`config.mk`:
```
export PLATFORM = sky130hd
export DESIGN_NAME = flash_sup_ctrl
export DESIGN_NICKNAME = d
export VERILOG_FILES = /design/src/rtl/fsc_pkg.sv /design/src/rtl/fsc_gate.sv /design/src/rtl/fsc_prot.sv /design/src/rtl/fsc_walk.sv /design/src/rtl/flash_sup_ctrl.sv
export SDC_FILE = /design/constraint.sdc
export NUM_CORES = 1
export LEC_CHECK = 0
export ABC_CLOCK_PERIOD_IN_PS = 3000
export CORE_AREA = 2 2 112 114
export CTS_BUF_LIST = sky130_fd_sc_hd__clkbuf_8
export CTS_CLUSTER_DIAMETER = 150
export DETAILED_ROUTE_END_ITERATION = 10
export DIE_AREA = 0 0 114 116
export PLACE_DENSITY = 0.79
export SYNTH_ARGS = -nofsm -noshare
export SYNTH_HDL_FRONTEND = slang
export SYNTH_SLANG_ARGS = --single-unit
```
`constraint.sdc`:
```
create_clock -name clk -period 3 [get_ports clk]
set_input_delay 0.6 -clock clk [delete_from_list [all_inputs] [get_ports clk]]
set_output_delay 0.6 -clock clk [all_outputs]
set_load 0.1 [all_outputs]
```
`src/rtl/fsc_pkg.sv`:
```
package fsc_pkg;
   typedef enum logic [2:0] {
      ST_OK    = 3'd0,
      ST_KEY   = 3'd1,
      ST_FUNC  = 3'd2,
      ST_RANGE = 3'd3,
      ST_WPROT = 3'd4,
      ST_HALT  = 3'd5
   } fsc_stat_e;

   typedef enum logic [1:0] {
      OP_COPY  = 2'd0,
      OP_CLR   = 2'd1,
      OP_CLALL = 2'd2,
      OP_TBL   = 2'd3
   } fsc_op_e;

   localparam logic [7:0] FN_COPY  = 8'h02;
   localparam logic [7:0] FN_CLR   = 8'h03;
   localparam logic [7:0] FN_CLALL = 8'h05;
   localparam logic [7:0] FN_TBL   = 8'h06;
   localparam logic [7:0] KEY_A    = 8'h3A;
   localparam logic [7:0] KEY_OFS  = 8'h03;
   localparam logic [7:0] FAIL_KA  = 8'h01;
   localparam int         NTBL     = 4;
   localparam int         TBL_LEN  = 8;
endpackage

```
`src/rtl/fsc_gate.sv`:
```
module fsc_gate
   import fsc_pkg::*;
#(
   parameter int NBLK = 16
) (
   input  logic [7:0] func,
   input  logic [7:0] key1,
   input  logic [7:0] key2,
   input  logic [7:0] sp,
   input  logic [7:0] id,
   input  logic       ext,
   input  logic       wr_ok,
   output fsc_stat_e  verdict,
   output fsc_op_e    op
);
   logic       known;
   logic       key_ok;
   logic [7:0] want_b;

   assign want_b = sp + KEY_OFS;
   assign key_ok = (key1 == KEY_A) && (key2 == want_b);

   always_comb begin
      known = 1'b1;
      op    = OP_COPY;
      case (func)
         FN_COPY:  op = OP_COPY;
         FN_CLR:   op = OP_CLR;
         FN_CLALL: op = OP_CLALL;
         FN_TBL:   op = OP_TBL;
         default:  known = 1'b0;
      endcase
   end

   always_comb begin
      verdict = ST_OK;
      if (!key_ok) begin
         verdict = ST_KEY;
      end else if (!known) begin
         verdict = ST_FUNC;
      end else begin
         case (op)
            OP_COPY, OP_CLR: begin
               if (int'(id) >= NBLK)  verdict = ST_RANGE;
               else if (!wr_ok)       verdict = ST_WPROT;
            end
            OP_CLALL: if (!ext)       verdict = ST_HALT;
            OP_TBL:   if (int'(id) >= NTBL) verdict = ST_RANGE;
            default:  verdict = ST_OK;
         endcase
      end
   end

   // a mismatched key never passes the gate
   always_comb begin
      if (key1 != KEY_A)
         a_keya_r1: assert (verdict == ST_KEY);
   end
endmodule

```
`src/rtl/fsc_prot.sv`:
```
module fsc_prot #(
   parameter int NBLK  = 16,
   parameter int BLK_W = $clog2(NBLK),
   parameter int BI_W  = (NBLK / 4 > 1) ? $clog2(NBLK / 4) : 1
) (
   input  logic             clk,
   input  logic             rst_n,
   input  logic             ld,
   input  logic [BI_W-1:0]  ld_byte,
   input  logic [7:0]       ld_data,
   input  logic             clr_all,
   input  logic [BLK_W-1:0] q_blk,
   input  logic             q_ext,
   output logic             wr_ok
);
   logic [1:0] lvl [NBLK];
   logic [1:0] mode;

   for (genvar g = 0; g < NBLK; g++) begin : g_lvl
      always_ff @(posedge clk or negedge rst_n) begin
         if (!rst_n)                                lvl[g] <= 2'b00;
         else if (clr_all)                          lvl[g] <= 2'b00;
         else if (ld && int'(ld_byte) == g / 4)     lvl[g] <= ld_data[2*(g%4) +: 2];
      end

      p_clr_zero_r8: assert property (@(posedge clk) disable iff (!rst_n)
         $past(clr_all) |-> (lvl[g] == 2'b00));
   end

   assign mode  = lvl[q_blk];
   // external writers need level 00/01; internal writers are refused only at 11
   assign wr_ok = q_ext ? !mode[1] : (mode != 2'b11);
endmodule

```
`src/rtl/fsc_walk.sv`:
```
module fsc_walk #(
   parameter int CNT_W = 11
) (
   input  logic             clk,
   input  logic             rst_n,
   input  logic             start,
   input  logic             run,
   input  logic [CNT_W-1:0] last,
   output logic [CNT_W-1:0] idx,
   output logic             at_end
);
   always_ff @(posedge clk or negedge rst_n) begin
      if (!rst_n)     idx <= '0;
      else if (start) idx <= '0;
      else if (run)   idx <= idx + 1'b1;
   end

   assign at_end = (idx == last);

   p_idx_bound_r11: assert property (@(posedge clk) disable iff (!rst_n)
      run |-> (idx <= last));
endmodule

```
`src/rtl/flash_sup_ctrl.sv`:
```
module flash_sup_ctrl
   import fsc_pkg::*;
#(
   parameter int NBLK   = 16,
   parameter int PAGE_W = 3,
   localparam int BLK_W = $clog2(NBLK),
   localparam int CNT_W = BLK_W + 7,
   localparam int BI_W  = (NBLK / 4 > 1) ? $clog2(NBLK / 4) : 1
) (
   input  logic              clk,
   input  logic              rst_n,
   input  logic              cmd_valid,
   input  logic [7:0]        cmd_func,
   input  logic [7:0]        cmd_key1,
   input  logic [7:0]        cmd_key2,
   input  logic [7:0]        cmd_sp,
   input  logic [7:0]        cmd_blkid,
   input  logic [7:0]        cmd_ptr,
   input  logic [PAGE_W-1:0] cmd_page,
   input  logic              cmd_ext,
   input  logic              prot_we,
   input  logic [BI_W-1:0]   prot_byte,
   input  logic [7:0]        prot_wdata,
   output logic              busy,
   output logic              done,
   output logic [2:0]        status,
   output logic [7:0]        res_key1,
   output logic [7:0]        res_key2,
   output logic              halt,
   output logic [PAGE_W+7:0] sram_addr,
   input  logic [7:0]        sram_rdata,
   output logic              fl_we,
   output logic [CNT_W-1:0]  fl_addr,
   output logic [7:0]        fl_wdata,
   output logic [4:0]        tbl_addr,
   input  logic [7:0]        tbl_rdata,
   output logic              rd_valid,
   output logic [7:0]        rd_data
);
   if (NBLK < 4 || (NBLK & (NBLK - 1)) != 0) begin : g_bad_nblk
      $error("NBLK must be a power of two of at least 4");
   end
   if (PAGE_W < 1 || PAGE_W > 8) begin : g_bad_page
      $error("PAGE_W must lie in 1..8");
   end

   typedef enum logic [1:0] {S_IDLE, S_CHK, S_RUN, S_FIN} state_e;

   state_e            state;
   fsc_op_e           op;
   fsc_stat_e         verdict;
   fsc_stat_e         stat_q;
   logic [7:0]        func_q, k1_q, k2_q, sp_q, id_q, ptr_q;
   logic [PAGE_W-1:0] page_q;
   logic              ext_q, halt_q, wr_ok, at_end, clr_prot;
   logic [CNT_W-1:0]  idx, last;

   fsc_gate #(.NBLK(NBLK)) u_gate (
      .func(func_q), .key1(k1_q), .key2(k2_q), .sp(sp_q), .id(id_q),
      .ext(ext_q), .wr_ok(wr_ok), .verdict(verdict), .op(op)
   );

   fsc_prot #(.NBLK(NBLK), .BLK_W(BLK_W), .BI_W(BI_W)) u_prot (
      .clk(clk), .rst_n(rst_n), .ld(prot_we), .ld_byte(prot_byte),
      .ld_data(prot_wdata), .clr_all(clr_prot), .q_blk(id_q[BLK_W-1:0]),
      .q_ext(ext_q), .wr_ok(wr_ok)
   );

   always_comb begin
      case (op)
         OP_CLALL: last = CNT_W'(NBLK * 128 - 1);
         OP_TBL:   last = CNT_W'(TBL_LEN - 1);
         default:  last = CNT_W'(127);
      endcase
   end

   fsc_walk #(.CNT_W(CNT_W)) u_walk (
      .clk(clk), .rst_n(rst_n), .start(state == S_CHK), .run(state == S_RUN),
      .last(last), .idx(idx), .at_end(at_end)
   );

   assign clr_prot = (state == S_RUN) && (op == OP_CLALL) && at_end;

   always_ff @(posedge clk or negedge rst_n) begin
      if (!rst_n) begin
         state    <= S_IDLE;
         stat_q   <= ST_OK;
         halt_q   <= 1'b0;
         func_q   <= '0; k1_q <= '0; k2_q <= '0; sp_q <= '0;
         id_q     <= '0; ptr_q <= '0; page_q <= '0; ext_q <= 1'b0;
         res_key1 <= '0; res_key2 <= '0;
      end else begin
         case (state)
            S_IDLE: if (cmd_valid && !halt_q) begin
               func_q <= cmd_func; k1_q <= cmd_key1; k2_q <= cmd_key2;
               sp_q   <= cmd_sp;   id_q <= cmd_blkid; ptr_q <= cmd_ptr;
               page_q <= cmd_page; ext_q <= cmd_ext;
               state  <= S_CHK;
            end
            S_CHK: begin
               stat_q <= verdict;
               if (verdict == ST_OK) begin
                  res_key1 <= k1_q;
                  res_key2 <= k2_q;
                  state    <= S_RUN;
               end else begin
                  state <= S_FIN;
                  if (verdict == ST_WPROT) begin
                     res_key1 <= FAIL_KA;
                     res_key2 <= 8'h00;
                  end
                  if (verdict == ST_HALT) halt_q <= 1'b1;
               end
            end
            S_RUN:   if (at_end) state <= S_FIN;
            default: state <= S_IDLE;
         endcase
      end
   end

   assign busy      = (state == S_CHK) || (state == S_RUN);
   assign done      = (state == S_FIN);
   assign status    = stat_q;
   assign halt      = halt_q;
   assign fl_we     = (state == S_RUN) && (op != OP_TBL);
   assign fl_addr   = (op == OP_CLALL) ? idx : {id_q[BLK_W-1:0], idx[6:0]};
   assign fl_wdata  = (op == OP_COPY) ? sram_rdata : 8'h00;
   assign sram_addr = {page_q, 8'(ptr_q + {1'b0, idx[6:0]})};
   assign tbl_addr  = {id_q[1:0], idx[2:0]};
   assign rd_valid  = (state == S_RUN) && (op == OP_TBL);
   assign rd_data   = tbl_rdata;

   p_we_busy_r11: assert property (@(posedge clk) disable iff (!rst_n)
      (fl_we || rd_valid) |-> busy);
   p_done_pulse_r11: assert property (@(posedge clk) disable iff (!rst_n)
      done |=> !done);
   p_halt_sticky_r9: assert property (@(posedge clk) disable iff (!rst_n)
      $past(halt) |-> halt);
   p_reject_quiet_r5: assert property (@(posedge clk) disable iff (!rst_n)
      (state == S_CHK && verdict != ST_OK) |=> (!fl_we && !rd_valid));
   p_tbl_nowrite_r10: assert property (@(posedge clk) disable iff (!rst_n)
      rd_valid |-> !fl_we);
endmodule

```
# [After elaboration in Yosys (flattened, before gate mapping)]
# Cells that the tools add are included.
[word_totals] register_bits=117 inputBits=82 out_inout_bits=67 word_cells=147
[classes] add_sub_neg=3 magnitude_cmp=3 n_eq_ne=22 muxes=58 bitwise_logic=2 reduce_logical=29
[ops] op="two-way mux 2 bit" n=37
[ops] op="two-way mux 8 bit" n=5
[ops] op="two-way mux 11 bit" n=3
[ops] op="one-hot mux 11 bit (2 select lines)" n=1
[ops] op="== test 8 x 2 -> 1 bit (second input constant)" n=2
[ops] op="== test 8 x 3 -> 1 bit (second input constant)" n=2
[ops] op="two-way mux 3 bit" n=5
[ops] op="== test 2 bit (second input constant)" n=6
[ops] op="one-hot mux 2 bit (3 select lines)" n=2
[ops] op="nonzero test 2 bit" n=6
[ops] op="adder 11 x 1 -> 11 bit (second input constant)" n=1
[ops] op="== test 11 bit" n=1
[ops] op="logical AND 1 bit" n=10
[ops] op="one-hot mux 3 bit (3 select lines)" n=1
[ops] op="adder 8 x 2 -> 8 bit (second input constant)" n=1
[ops] op="adder 8 x 7 -> 8 bit" n=1
[ops] op="binary-select mux 2 bit (select 4 bit)" n=1
[ops] op="== test 8 x 6 -> 1 bit (second input constant)" n=1
[ops] op="== test 8 bit" n=1
[ops] op=">= comparator 8 x 3 -> 1 bit (second input constant)" n=1
[ops] op=">= comparator 8 x 5 -> 1 bit (second input constant)" n=1
[ops] op="inequality test 2 bit (second input constant)" n=4
[ops] op="== test 2 x 1 -> 1 bit (second input constant)" n=3
[ops] op="== test 3 bit (second input constant)" n=2
[ops] op="12 further kinds" n=19

# [Longest topological paths before layout]
# Gate-level depths: netlist of the first run.
[depth] depth_word=14 mapped_depth=10 depth_no_buf=9

# [Cells and area by module]
# Synthesis of the first run repeated with hierarchy kept, for this count alone.
[hier_totals] hier_cells=543 area_unflattened_um2=6157.2
[modules_own_cells] module="flash_sup_ctrl" n_inst=1 cells_per_inst=289 area_each_um2=3492.1 seq_area_each_um2=1851.8
[modules_own_cells] module="fsc_prot" n_inst=1 cells_per_inst=123 area_each_um2=1585.3 seq_area_each_um2=800.8
[modules_own_cells] module="fsc_walk" n_inst=1 cells_per_inst=69 area_each_um2=679.4 seq_area_each_um2=275.3
[modules_own_cells] module="fsc_gate" n_inst=1 cells_per_inst=62 area_each_um2=400.4 seq_area_each_um2=0.0

# [Worst setup path after synthesis of the first run]
# OpenSTA, ideal clock, no wires.
[synth_path] kind="reg-to-output" from="register func_q[5]" to="output rd_valid" t_arrival_ns=3.356 t_required_ns=2.400 path_slack_ns=-0.956 path_stages_with_launch=5 n_path_buf=1 cell_sequence="dfrtp_1 or4_4 or2_0 buf_2 nor3_1"
[synth_via] elab_chain_cells=4 word_cells_on_any_way=6
[synth_lines] element="start: declaration" line_no="flash_sup_ctrl.sv:53" source="logic [7:0] func_q, k1_q, k2_q, sp_q, id_q, ptr_q;"
[synth_lines] element="start signal: assignment" line_no="flash_sup_ctrl.sv:95" source="func_q <= cmd_func; k1_q <= cmd_key1; k2_q <= cmd_key2;"
[synth_lines] element="== test 8 x 3 -> 1 bit / == test 8 x 2 -> 1 bit (equally long branches)" line_no="fsc_gate.sv:26" source="case (func)"
[synth_lines] element="one-hot mux 2 bit (3 select lines) *" line_no="fsc_gate.sv:26"
[synth_lines] element="== test 2 bit *" line_no="flash_sup_ctrl.sv:130" source="assign rd_valid = (state == S_RUN) && (op == OP_TBL);"
[synth_lines] element="logical AND 1 bit *" line_no="flash_sup_ctrl.sv:130"
[synth_lines] element="end: declaration" line_no="flash_sup_ctrl.sv:37" source="output logic rd_valid,"
# Every way passes the cells marked *; elsewhere a longest branch is shown, timed or not.

# [Worst setup path in the final report of the first run]
[layout_path] from="register u_walk.idx[0]" to="output sram_addr[6]"
[layout_via] elab_chain_cells=1
[layout_lines] element="start: declaration" line_no="fsc_walk.sv:9" source="output logic [CNT_W-1:0] idx,"
[layout_lines] element="start signal: assignment" line_no="fsc_walk.sv:15" source="else if (run) idx <= idx + 1'b1;"
[layout_lines] element="adder 8 x 7 -> 8 bit" line_no="flash_sup_ctrl.sv:128" source="assign sram_addr = {page_q, 8'(ptr_q + {1'b0, idx[6:0]})};"
[layout_lines] element="end: declaration" line_no="flash_sup_ctrl.sv:30" source="output logic [PAGE_W+7:0] sram_addr,"
# Every way passes these cells.

==> results of run 1 <==
==> layout by cell type, fill, tap and decap left out, types with 9 or more instances in the layout <==
| master | count |
|---|---|
| dfrtp_1 | 117 |
| mux2_2 | 61 |
| nor2_1 | 38 |
| nand2_1 | 20 |
| o21ai_0 | 9 |
| clkbuf_8 | 20 |
| inv_1 | 32 |
| ha_1 | 12 |
| clkdlybuf4s50_1 | 72 |
| mux2i_1 | 36 |
| buf_4 | 59 |
| a21oi_1 | 19 |
| buf_12 | 21 |
| xor2_1 | 11 |
==> state kept, by name, summed over array words and instances (netlist names) <==
signal      flops
u_walk.idx     11
ptr_q           8
sp_q            8
ext_q           1
k1_q            8
status          3
halt            1
page_q          3
res_key2        8
res_key1        8
k2_q            8
u_prot.lvl     32
state           2
id_q            8
func_q          8
==> routing by layer <==
layer	up-vias	GRT usage
li1	2099	-
met1	2177	0.2771
met2	133	0.3849
met3	21	0.05858
met4	0	0.07805
met5	-	0
==> cells by family after synthesis <==
kind of cell,after synthesis,synth area share
mux,105,0.1995
compound gates,71,0.08481
buf+inv,80,0.06732
fa+ha+maj,14,0.02969
xor+xnor,22,0.03132
simple gates,122,0.1115
flops,117,0.4759
==> layout make-up <==
class | instances | area share
Clock inverter | 12 | 0.01661
Multi-Input combinational cell | 334 | 0.3563
Timing Repair Buffer | 153 | 0.1960
Clock buffer | 20 | 0.03384
Tap cell | 147 | 0.02261
Sequential cell | 117 | 0.3599
Inverter | 32 | 0.01477
==> metrics by stage <==
stage,hold slack [ns],util
after global placement,0.4575,0.6422
after global routing,0.5148,0.6829
after CTS,0.4937,0.6808
after floorplan,0.3044,-
after detailed placement,0.4606,0.6422
final,0.4964,0.6829
==> final timing paths <==
path                                           startpoint                         to  slack (ns)  cells after the start
worst max register to register        sp_q[1]$_DFFE_PN0P_    res_key2[3]$_DFFE_PN0P_        0.28                      7
worst max-delay path            u_walk.idx[0]$_DFFE_PN0P_               sram_addr[6]      -0.007                     10
worst min-delay path              res_key1[0]$_DFFE_PN0P_    res_key1[0]$_DFFE_PN0P_        0.50                      1
worst min register to register    res_key1[0]$_DFFE_PN0P_    res_key1[0]$_DFFE_PN0P_        0.50                      1
min in group asynchronous                           rst_n  u_prot.lvl[0]$_DFFE_PN0P_        0.55                      2
max in group asynchronous                           rst_n    res_key2[0]$_DFFE_PN0P_        1.68                      3
==> worst register-to-register path, stage by stage (launching register included) <==
cell and delay, ns:
dfrtp_1 0.44, inv_1 0.07, ha_1 0.28, or4_4 0.55, a2111oi_4 0.47, o2111ai_4 0.26, buf_4 0.27, o31ai_1 0.27
==> timing repair <==
item	4_1_cts	5_1_grt
pin swaps	4	6
hold buffers	1	0
setup buffers	2	2
gates resized for setup	8	5
setup endpoints to repair	11	2
endpoints found under the hold margin	11	0
==> impl_metrics.csv, run 1 <==
group,metric,value,unit
run_status,status,"complete, but fails checks",
run_status,violations,"setup timing",
floorplanning,die-width,114,microns
sta,report.final.hold_viol_count,0,
synthesis,synth.yosys.warnings,0,
cts,worstSkewPairLatency,0.43,ns
critical_path,critical_path.max_stage_delay,0.38,ns
synthesis,top_flip_flop_cell_by_instance_count_after_synthesis,"dfrtp_1",
synthesis,yosys.area.top_type_share,0.4759,
critical_path,required_time_at_the_worst_slack_endpoint,2.40,ns
cts,clock_tree.htree_level_count,4,
detailed_routing,drt-pass1-iter-count,4,
sta,final.setup.worst_slack,-0.006615,ns
sta,max_clock_freq,0.3326,GHz
synthesis,netlist-cell-type-count,60,
final_layout,post_route_cells_drive_above_1_share,0.3174,
critical_path,path_cells,"ha_2 -> inv_2 -> fa_2 -> inv_2 -> a21oi_2 -> o21bai_1 -> a21o_1 -> a21oi_4 -> xnor2_4 -> buf_12",
detailed_routing,detail_route.wirelength.met1,5865,microns
floorplanning,core_area,0.01191,sq mm
grt,globalRoute.totalOverflow,0,
detailed_routing,avgViaCountPerCell,5.436,
final_layout,final_cell_area,0.008134,sq mm
final_layout,layout.nets,751,
critical_path,most_common_cell_type_on_the_critical_path,"inv_2",
grt,first_global_vias,4697,
sta,timing.clock.skew,0.009073,ns
placed_design,place.detailed.instances,778,
worst_hold_path,worst_hold_path_type,"reg -> reg",
detailed_routing,detailroute.wirelength.met3,748,microns
cts,cts_tree,"done",
final_layout,post_layout_cell_count,815,
floorplanning,rows,40,
cts,cts_root_buf,"clkbuf_8",
synthesis,netlist_top_cells_count,"dfrtp_1, mux2_2, nor2_1",
cts,tritoncts.num_buffers,17,
placed_design,numPortBuffers,132,
detailed_routing,wire_per_inst,17.04,microns
detailed_routing,drcViolationCount,0,
sta,setup-tns-final,-0.006615,ns
synthesis,post_synthesis_instance_area,0.006152,sq mm
synthesis,syn-mean-instance-area,11.59,sq um
cts,tritoncts_num_sinks,117,
placed_design,placement.cell_area,0.007650,sq mm
sta,finalSetupViolCount,1,
placed_design,post-place-ws,0.2872,ns
critical_path,slowest_stage,"fa_2",
synthesis,syn-num-nets,627,
synthesis,synth_largest_area_cell,"dfrtp_1",
cts,cts_buffer_depth,2,
floorplanning,boundaryPins,149,
placed_design,hpwlAfterDp,10180,microns
critical_path,cp.arrival,2.41,ns
sta,worst_pin_slew,0.6030,ns
cts,clk_pin_slew,0.07,ns
critical_path,criticalPathCategory,"reg -> out",
detailed_routing,routed_wl,13890,microns
sta,final_max_slew_viol_count,0,
detailed_routing,via_count,4430,
critical_path,critical_path.max_fanout,2,
final_layout,seq_area,0.002928,sq mm
synthesis,synth-edff-count,0,
synthesis,ys_async_sr_fraction,1.000,
sta,grt_setup_unrepaired,"true",
synthesis,post-synth-top-count-cell,"dfrtp_1",
critical_path,cp-start-kind,"flop",
synthesis,synth.ff_latch_count,117,
flow_run,drv.max_cap_violation_count,0,
critical_path,crit_path_capture_type,"primary output",
floorplanning,start_util,0.5165,
sta,timing.final.crit_period,3.007,ns
grt,grt_pass1_wl,22940,microns
detailed_routing,maxUsedRoutingLayer,"met4",
critical_path,worst-path-buf-inv,3,
synthesis,synth-seq-area-share,0.4759,
grt,antenna_violations_before_repair,0,
detailed_routing,ant_nets,0,
synthesis,synth_top_area_cells,"dfrtp_1, mux2_2, mux2i_1",
synthesis,synth_cells,531,
final_layout,syn2layout_area_growth,32.21,%
grt,grt_start_max_net_pins,65,
sta,max_slew_margin,0.5968,
floorplanning,floorplan.die_area,0.01322,sq mm
final_layout,fill_cells,871,
detailed_routing,iteration_0_drc_count_of_the_detailed_router,330,
grt,total_routing_resource_utilization_after_global_routing,0.2245,
sta,final.period_utilization,1.002,
detailed_routing,wl_met2,7114,microns
floorplanning,floorplan.die.height,116,microns
critical_path,worst_path_dominant_cell_family,"adder cells",
final_layout,insertedDiodeCount,0,
placed_design,routabilityCongestion,0.8383,
final_layout,area_taken_by_multi_input_logic_gates,0.002898,sq mm
Power of run 1 is not shown: default switching activity piles up to over one toggle a cycle in this logic, so the estimate is an artifact.
==> inputs of run 2 (changes only) <==
- ABC_CLOCK_PERIOD_IN_PS: 3000 -> 2550
- CORE_AREA: 2 2 112 114 -> 2 2 118 120
- DIE_AREA: 0 0 114 116 -> 0 0 120 122
- PLACE_DENSITY: 0.79 -> 0.75
- clock period: 3 -> 2.55 ns (I/O delays scaled with it)
==> impl_metrics.csv, run 2 (same netlist as run 1, synthesis figures left out) <==
group,metric,value,unit
floorplanning,die-width,120,microns
final_layout,biggestRegsByFlops,"u_prot.lvl (32), u_walk.idx (11)",
sta,max_slew_margin,0.6088,
floorplanning,boundaryPins,149,
critical_path,cp.arrival,2.28,ns
final_layout,largest_register_ffs,32,
critical_path,critical_path.reg2reg.startpoint,"sp_q[0]$_DFFE_PN0P_",
final_layout,most-common-layout-cells,"dfrtp_1, clkdlybuf4s50_1, buf_4, mux2_2, nor2_1",
floorplanning,floorplan.die.height,122,microns
final_layout,area_taken_by_multi_input_logic_gates,0.003057,sq mm
critical_path,worst-path-buf-inv,3,
critical_path,cp-start-kind,"flop",
critical_path,required_time_at_the_worst_slack_endpoint,2.04,ns
run_status,status,"complete, but fails checks",
final_layout,seq_area,0.002929,sq mm
critical_path,setup.worst_path.end,"sram_addr[6]",
cts,cts_tree,"done",
final_layout,post_layout_cell_count,863,
sta,max_clock_freq,0.3586,GHz
floorplanning,core_area,0.01350,sq mm
sta,report.final.hold_viol_count,0,
floorplanning,start_util,0.4556,
detailed_routing,drcViolationCount,0,
worst_hold_path,worst_hold_path_type,"reg -> reg",
detailed_routing,via_count,4529,
grt,globalRoute.totalOverflow,0,
critical_path,slack_of_the_worst_reg_to_reg_path,0.18,ns
cts,clk_pin_slew,0.06,ns
sta,timing.clock.skew,0.007853,ns
run_status,violations,"setup timing",
detailed_routing,wire_per_inst,16.49,microns
detailed_routing,avgViaCountPerCell,5.248,
grt,grt_pass1_wl,23520,microns
final_layout,syn2layout_area_growth,37.34,%
sta,final.setup.worst_slack,-0.2383,ns
cts,tritoncts_num_sinks,117,
critical_path,worst_setup_path_startpoint,"ptr_q[0]$_DFFE_PN0P_",
critical_path,criticalPathCategory,"reg -> out",
cts,worstSkewPairLatency,0.44,ns
critical_path,slowest_stage,"dfrtp_1",
critical_path,critical_path_cell_count,10,
floorplanning,floorplan.die_area,0.01464,sq mm
cts,cts_root_buf,"clkbuf_8",
grt,antenna_violations_before_repair,0,
final_layout,post_route_cells_drive_above_1_share,0.3514,
placed_design,hpwlAfterDp,10470,microns
sta,final_max_slew_viol_count,0,
sta,final.period_utilization,1.093,
worst_hold_path,timing.hold.worst_path_depth,2,
sta,finalSetupViolCount,17,
sta,grt_setup_unrepaired,"true",
flow_run,drv.max_cap_violation_count,0,
cts,tritoncts.num_buffers,17,
critical_path,rr_worst_depth,7,
grt,total_routing_resource_utilization_after_global_routing,0.2072,
grt,first_global_vias,4707,
cts,cts_buffer_depth,2,
placed_design,numPortBuffers,132,
detailed_routing,drt-pass1-iter-count,5,
critical_path,most_common_cell_type_on_the_critical_path,"inv_2",
final_layout,mostFrequentLayoutCell,"dfrtp_1",
cts,clock_tree.htree_level_count,4,
placed_design,place.detailed.instances,821,
final_layout,largest-register,"u_prot.lvl",
critical_path,crit-reg2reg-capture,"res_key2[3]$_DFFE_PN0P_",
final_layout,insertedDiodeCount,0,
final_layout,fill_cells,1062,
sta,timing.final.crit_period,2.788,ns
critical_path,path_cells,"ha_2 -> inv_2 -> fa_2 -> inv_2 -> a21oi_2 -> o21bai_1 -> a21o_1 -> a21oi_4 -> xnor2_4 -> buf_12",
detailed_routing,ant_nets,0,
grt,grt_start_max_net_pins,73,
critical_path,critical_path.max_fanout,2,
detailed_routing,routed_wl,14240,microns
sta,worst_pin_slew,0.5850,ns
critical_path,critical_path.max_stage_delay,0.36,ns
final_layout,layout.nets,769,
critical_path,crit_path_capture_type,"primary output",
critical_path,worst_path_dominant_cell_family,"adder cells",
placed_design,routabilityCongestion,0.7728,
floorplanning,rows,43,
detailed_routing,iteration_0_drc_count_of_the_detailed_router,218,
## run 2: cell count changes in the layout (fill, tap and decap cells not counted), sizes merged
cell / before / now
clkinvlp: 1 / 0
inv: 34 / 36
clkinv: 6 / 5
clkbuf: 20 / 19
buf: 80 / 98
bufinv: 3 / 1
## run 2: layout make-up
type,count,area share
timing repair buffer,171,0.2115
sequential,117,0.3467
inverter,32,0.01422
multi-input combinational,334,0.3618
tap,180,0.02665
clock buffer,19,0.03095
clock inverter,10,0.008293
## run 2: how the worst min path moves through the flow
stage	endpoint	startpoint	slack, ns
2_1_floorplan	ext_q$_DFFE_PN0P_	rst_n	0.21
3_3_place_gp	res_key2[7]$_DFFE_PN0P_	rst_n	0.47
3_5_place_dp	res_key2[4]$_DFFE_PN0P_	rst_n	0.47
4_1_cts	res_key2[6]$_DFFE_PN0P_	res_key2[6]$_DFFE_PN0P_	0.49
5_1_grt	res_key1[6]$_DFFE_PN0P_	res_key1[6]$_DFFE_PN0P_	0.51
6_report	res_key2[6]$_DFFE_PN0P_	res_key2[6]$_DFFE_PN0P_	0.49
## run 2: worst min-delay path: cells and delay by family, from the launching register on
family,cells,cell delay [ns]
AO/OA/AOI/OAI,1,0.05
flip-flops,1,0.34
AND/OR/NAND/NOR,1,0.06
## run 2: through the flow
| step | utilization | worst slack [ns] | hold slack [ns] | TNS [ns] | area [sq um] |
|---|---|---|---|---|---|
| after floorplan | - | -0.4486 | 0.2144 | -2.667 | 6276 |
| after global placement | 0.5840 | 0.03181 | 0.4666 | 0 | 7886 |
| after detailed placement | 0.5840 | 0.01374 | 0.4712 | 0 | 7886 |
| after CTS | 0.6224 | -0.3098 | 0.4937 | -3.510 | 8406 |
| after global routing | 0.6257 | -0.3786 | 0.5117 | -4.416 | 8449 |
| final | 0.6257 | -0.2383 | 0.4867 | -2.929 | 8449 |
## run 2: repair_timing
item,CTS,global route
hold buffers,1,0
endpoints found under the setup margin,17,26
hold endpoints to repair,21,0
setup buffers,8,5
pin swaps,17,14
resized for setup,26,3
## run 2: metal layers
metal  track usage  routed length, microns  share of wire  vias up
li1              -                       -              -     2127
met1        0.2575                    5926           0.42     2252
met5             0                       0              0        -
met3       0.05290                     811          0.057       16
met4       0.07574                     229          0.016        0
met2        0.3505                    7268           0.51      134
Power of run 2 is left out for the same reason.
